### src/rtl/gpio_irq_pkg.sv
package gpio_irq_pkg;
  // Register selects on the software port
  localparam int unsigned REG_ENABLE   = 0;
  localparam int unsigned REG_EDGE_SEL = 1;
  // Edge select encodings
  localparam logic EDGE_FALL = 1'b0;
  localparam logic EDGE_RISE = 1'b1;
endpackage

### src/rtl/gpio_irq_sync.sv
module gpio_irq_sync #(
  parameter int unsigned WIDTH  = 8,
  parameter int unsigned STAGES = 2
) (
  input  logic             clk_i,
  input  logic             rst_i,
  input  logic [WIDTH-1:0] async_i,
  output logic [WIDTH-1:0] sync_o
);
  logic [WIDTH-1:0] stage_q [STAGES];

  always_ff @(posedge clk_i) begin
    if (rst_i) stage_q[0] <= '0;
    else       stage_q[0] <= async_i;
  end

  for (genvar s = 1; s < STAGES; s++) begin : g_stage
    always_ff @(posedge clk_i) begin
      if (rst_i) stage_q[s] <= '0;
      else       stage_q[s] <= stage_q[s-1];
    end
  end

  assign sync_o = stage_q[STAGES-1];
endmodule

### src/rtl/gpio_irq_edge.sv
module gpio_irq_edge
  import gpio_irq_pkg::*;
#(
  parameter int unsigned WIDTH = 8
) (
  input  logic             clk_i,
  input  logic             rst_i,
  input  logic [WIDTH-1:0] level_i,
  input  logic [WIDTH-1:0] edge_sel_i,
  output logic [WIDTH-1:0] event_o
);
  logic [WIDTH-1:0] prev_q;

  always_ff @(posedge clk_i) begin
    if (rst_i) prev_q <= '0;
    else       prev_q <= level_i;
  end

  for (genvar p = 0; p < WIDTH; p++) begin : g_pin
    logic went_up, went_down;
    assign went_up   =  level_i[p] & ~prev_q[p];
    assign went_down = ~level_i[p] &  prev_q[p];
    assign event_o[p] = (edge_sel_i[p] == EDGE_RISE) ? went_up : went_down;
  end
endmodule

### src/rtl/gpio_irq_regs.sv
module gpio_irq_regs
  import gpio_irq_pkg::*;
#(
  parameter int unsigned WIDTH  = 8,
  parameter int unsigned ADDR_W = 2
) (
  input  logic              clk_i,
  input  logic              rst_i,
  input  logic              wr_en_i,
  input  logic [ADDR_W-1:0] wr_addr_i,
  input  logic [WIDTH-1:0]  wr_data_i,
  input  logic [ADDR_W-1:0] rd_addr_i,
  output logic [WIDTH-1:0]  rd_data_o,
  output logic [WIDTH-1:0]  enable_o,
  output logic [WIDTH-1:0]  edge_sel_o
);
  localparam logic [ADDR_W-1:0] A_EN  = ADDR_W'(REG_ENABLE);
  localparam logic [ADDR_W-1:0] A_SEL = ADDR_W'(REG_EDGE_SEL);

  logic [WIDTH-1:0] en_q, sel_q, rd_q;

  always_ff @(posedge clk_i) begin
    if (rst_i) begin
      en_q  <= '0;
      sel_q <= '0;
    end else if (wr_en_i) begin
      if (wr_addr_i == A_EN)  en_q  <= wr_data_i;
      if (wr_addr_i == A_SEL) sel_q <= wr_data_i;
    end
  end

  always_ff @(posedge clk_i) begin
    if (rst_i) rd_q <= '0;
    else begin
      unique case (rd_addr_i)
        A_EN:    rd_q <= en_q;
        A_SEL:   rd_q <= sel_q;
        default: rd_q <= '0;
      endcase
    end
  end

  assign rd_data_o  = rd_q;
  assign enable_o   = en_q;
  assign edge_sel_o = sel_q;
endmodule

### src/rtl/gpio_irq_unit.sv
module gpio_irq_unit #(
  parameter int unsigned NPINS       = 8,
  parameter int unsigned ADDR_W      = 2,
  parameter int unsigned SYNC_STAGES = 2
) (
  input  logic              clk_i,
  input  logic              rst_i,
  input  logic [NPINS-1:0]  pin_i,
  input  logic              wr_en_i,
  input  logic [ADDR_W-1:0] wr_addr_i,
  input  logic [NPINS-1:0]  wr_data_i,
  input  logic [ADDR_W-1:0] rd_addr_i,
  output logic [NPINS-1:0]  rd_data_o,
  input  logic              gpio_global_en_i,
  input  logic              irq_clr_i,
  output logic              irq_o
);
  logic [NPINS-1:0] pin_sync, en_q, sel_q, pin_event;
  logic             hit, irq_q;

  gpio_irq_sync #(.WIDTH(NPINS), .STAGES(SYNC_STAGES)) u_sync (
    .clk_i(clk_i), .rst_i(rst_i), .async_i(pin_i), .sync_o(pin_sync)
  );

  gpio_irq_regs #(.WIDTH(NPINS), .ADDR_W(ADDR_W)) u_regs (
    .clk_i(clk_i), .rst_i(rst_i),
    .wr_en_i(wr_en_i), .wr_addr_i(wr_addr_i), .wr_data_i(wr_data_i),
    .rd_addr_i(rd_addr_i), .rd_data_o(rd_data_o),
    .enable_o(en_q), .edge_sel_o(sel_q)
  );

  gpio_irq_edge #(.WIDTH(NPINS)) u_edge (
    .clk_i(clk_i), .rst_i(rst_i),
    .level_i(pin_sync), .edge_sel_i(sel_q), .event_o(pin_event)
  );

  // Pin enable and global enable must both be set
  assign hit = gpio_global_en_i & (|(pin_event & en_q));

  // Sticky request; a new hit wins over a clear in the same cycle
  always_ff @(posedge clk_i) begin
    if (rst_i) irq_q <= 1'b0;
    else       irq_q <= (irq_q & ~irq_clr_i) | hit;
  end

  assign irq_o = irq_q;
endmodule

### config.mk
export PLATFORM = sky130hd
export DESIGN_NAME = gpio_irq_unit
export DESIGN_NICKNAME = d
export VERILOG_FILES = /design/src/rtl/gpio_irq_pkg.sv /design/src/rtl/gpio_irq_sync.sv /design/src/rtl/gpio_irq_edge.sv /design/src/rtl/gpio_irq_regs.sv /design/src/rtl/gpio_irq_unit.sv
export SDC_FILE = /design/constraint.sdc
export NUM_CORES = 1
export LEC_CHECK = 0
export BUFFER_PORTS_ARGS = -buffer_cell sky130_fd_sc_hd__clkbuf_2
export CORE_ASPECT_RATIO = 1.2
export CORE_MARGIN = 1
export CORE_UTILIZATION = 44
export DETAILED_ROUTE_END_ITERATION = 10
export GPL_ROUTABILITY_DRIVEN = 0
export PLACE_DENSITY = 0.62
export SLEW_MARGIN = 0
export SYNTH_ARGS = -nofsm -noshare
export SYNTH_HDL_FRONTEND = slang
export SYNTH_SLANG_ARGS = --single-unit
### constraint.sdc
create_clock -name clk_i -period 1.55 [get_ports clk_i]
set_input_delay 0.3875 -clock clk_i [delete_from_list [all_inputs] [get_ports clk_i]]
set_output_delay 0.3875 -clock clk_i [all_outputs]
set_load 0.01 [all_outputs]
==> run_results.csv <==
group,metric,value,unit
detailed_routing,postRouteAntennaNets,0,
floorplan,die_h,70.6,um
detailed_routing,viasPerCell,4.82,
critical_path,setup.worst_path.start_class,"flop",
critical_path,regToRegStartpoint,"irq_o$_SDFF_PP0_",
clock_tree,cts-hold-fix-buffers,0,
detailed_routing,routed_wirelength,2940,um
floorplan,die_w,59.2,um
job,drv_cap,0,
yosys,synth_seq_cells,49,
critical_path,reg2reg_slack,0.39,ns
floorplan,rows,24,
clock_tree,cts_root_buf,"clkbuf_8",
placement,dp.cells,243,
grt,track_usage,16.1,%
finish,nets,223,
floorplan,core,3690,sq um
timing,fin_crit,1.16,ns
clock_tree,clock_path_buffers,2,
yosys,ys_types,26,
placement,io_buffer_count,33,
critical_path,crit_slowest_cell,"dfxtp_1",
yosys,synth_edf_count,0,
yosys,synthArstFlopShare,0,%
critical_path,critical_path_class,"reg2reg",
grt,antenna_found_initial,0,
finish,layout_common_cells,"49 x dfxtp_1, 33 x clkbuf_2, 25 x nor2b_1",
detailed_routing,dr.pass1.iters,4,
yosys,synth_area_per_cell,10.7,sq um
pwr,pwr-share-comb,6.3,%
pwr,swShare,21.6,%
clock_tree,cts_htree_levels,2,
clock_tree,cts_tree,"done",
clock_tree,cts_resized,0,
finish,diodes,0,
pwr,leakagePower,0.913,nW
yosys,syn_nets,187,
grt,grt_max_degree,22,
finish,syn_to_final_growth,18.8,%
pwr,total_power,2.27,mW
hold_path,hp-start,"pin_i[6]",
yosys,ys_warn_count,0,
yosys,synth.yosys.seq_area_share,56.8,%
timing,finalHoldViolations,0,
timing,tightest_slew,0.364,ns
pwr,power_density,1100,nW/um^2
grt,grt_overflow_total,0,
critical_path,crit_chain,"nor2b_1, a41o_1, a211oi_1, a31oi_2",
critical_path,crit_path_max_incr_delay,0.32,ns
detailed_routing,drc,0,
critical_path,end_kind,"flop",
grt,grt_pass1_wl,4940,um
timing,setup_tns,0,ns
yosys,yosysTopAreaCell,"dfxtp_1",
yosys,ys.flop_type,"dfxtp_1",
timing,setup_violations,0,
critical_path,critPathMaxFanout,2,
critical_path,reg2reg_to,"irq_o$_SDFF_PP0_",
floorplan,die_area,4180,sq um
hold_path,hold_end,"u_sync.stage_q[0][6]$_SDFF_PP0_",
hold_path,min_path_cells,2,
timing,min_period_over_period,74.9,%
placement,place_hpwl,2010,um
timing,worst_clock_skew,0.00593,ns
timing,maxSlewViolCount,0,
floorplan,io_pins,34,
finish,fin_cells,251,
yosys,synthesis.area,1730,sq um
pwr,peakVddDrop,0.548,mV
timing,fmax,861,MHz
clock_tree,cts_buffers,5,
finish,mostFrequentLayoutCell,"dfxtp_1",
clock_tree,cts_setup_buffers,0,
floorplan,initial_utilization,46.7,%
finish,layout-drive-gt1-share,23.1,%
pwr,clkPwrFrac,35.4,%
finish,stdcell_area,2050,sq um
clock_tree,cts.sinks,49,
placement,placed_area,1950,sq um
clock_tree,clock_latency,0.30,ns
pwr,p_int,1.78,mW
clock_tree,cts.clk_slew.worst_paths,0.09,ns
hold_path,min_path_type,"in2reg",
detailed_routing,wire_per_inst,11.7,um
critical_path,worstPathArrival,1.34,ns
grt,grt_pass1_vias,1109,
pwr,seqPwrFrac,58.3,%
pwr,power_switching,0.489,mW
yosys,synth_top_area_share,56.8,%
timing,maxSlewHeadroom,75.7,%
timing,rsz0062_at_grt,"false",
timing,holdWs,0.292,ns
critical_path,r2r_cells,4,
critical_path,critPathRequiredTime,1.73,ns
detailed_routing,num_vias,1210,
yosys,synthCells,162,
detailed_routing,drtIter0Drc,43,
yosys,synthTopCellsByArea,"dfxtp_1 57%, mux2i_1 14%, nor2b_1 9.1%, nor2_1 5.2%, nor3b_1 2.2%",
outcome,status,"complete, no violations",
[worst max-delay path, delay by kind of cell (launching register included)]
family / cells / cell delay [ns]
AOI/OAI and AO/OA: 3 / 0.58
and+or+nand+nor: 1 / 0.14
DFF: 1 / 0.32
[registers in the layout (all words and copies together) (netlist names)]
| signal | flops |
|---|---|
| u_regs.enable_o | 8 |
| u_regs.rd_data_o | 8 |
| u_sync.stage_q | 16 |
| u_edge.prev_q | 8 |
| u_regs.edge_sel_o | 8 |
| irq_o | 1 |
[synthesized netlist by cell type, types with 2 or more instances]
cell,n
clkbuf_1,5
nor2b_1,25
o22ai_1,2
nand2b_1,2
nand2_1,3
mux2i_1,24
nor3b_1,5
o21ai_0,4
nor2_1,24
dfxtp_1,49
and3b_1,4
[worst max path at each step]
stage	startpoint	to	slack, ns	cells past startpoint
floorplan	wr_addr_i[1]	u_regs.enable_o[4]$_SDFFE_PP0P_	0.44	4
global placement	wr_addr_i[1]	u_regs.enable_o[6]$_SDFFE_PP0P_	0.32	5
detailed placement	wr_addr_i[1]	u_regs.enable_o[4]$_SDFFE_PP0P_	0.29	5
CTS	irq_o$_SDFF_PP0_	irq_o	0.39	1
global route	irq_o$_SDFF_PP0_	irq_o$_SDFF_PP0_	0.31	4
finish	irq_o$_SDFF_PP0_	irq_o$_SDFF_PP0_	0.39	4
[power by group through the flow]
stage          Combinational [mW]  Clock (mW)  Sequential (mW)
3_5_place_dp                0.143           0             1.35
2_1_floorplan              0.0881           0             1.35
3_3_place_gp                0.140           0             1.35
5_1_grt                     0.157       0.877             1.33
4_1_cts                     0.144       0.834             1.32
6_report                    0.142       0.803             1.32
[kinds of logic (layout without fill, tap and decap cells)]
group	count (synthesis)	count (layout)	share of synthesized area [%]
compound gates	12	12	4.78
flops	49	49	56.8
buf+inv	9	46	2.32
mux	24	24	13.9
simple gates	68	68	22.2
[final cells by class]
type | instances | area (sq um)
clock buffer | 7 | 96.3
inverter | 1 | 3.75
tap | 52 | 65.1
sequential | 49 | 981
clock inverter | 1 | 5.00
multi-input combinational | 104 | 706
fill | 364 | 1640
timing repair buffer | 37 | 195
[metal layers]
metal / share of wire, % / wire length [um] / up-vias / track usage, %
met2: 46 / 1360 / 31 / 24.7
met3: 4.2 / 125 / 5 / 3.29
met1: 47 / 1390 / 560 / 20.4
met5: 0 / 0 / - / 0
met4: 2.2 / 65 / 0 / 9.52
li1: - / - / 614 / -
[through the flow]
step	utilization, %	setup slack, ns
after floorplan	-	0.442
after global placement	52.8	0.317
after detailed placement	52.8	0.293
after CTS	55.6	0.393
after global routing	55.6	0.312
final	55.6	0.389
Note: power is estimated with default switching activity, not from simulation.
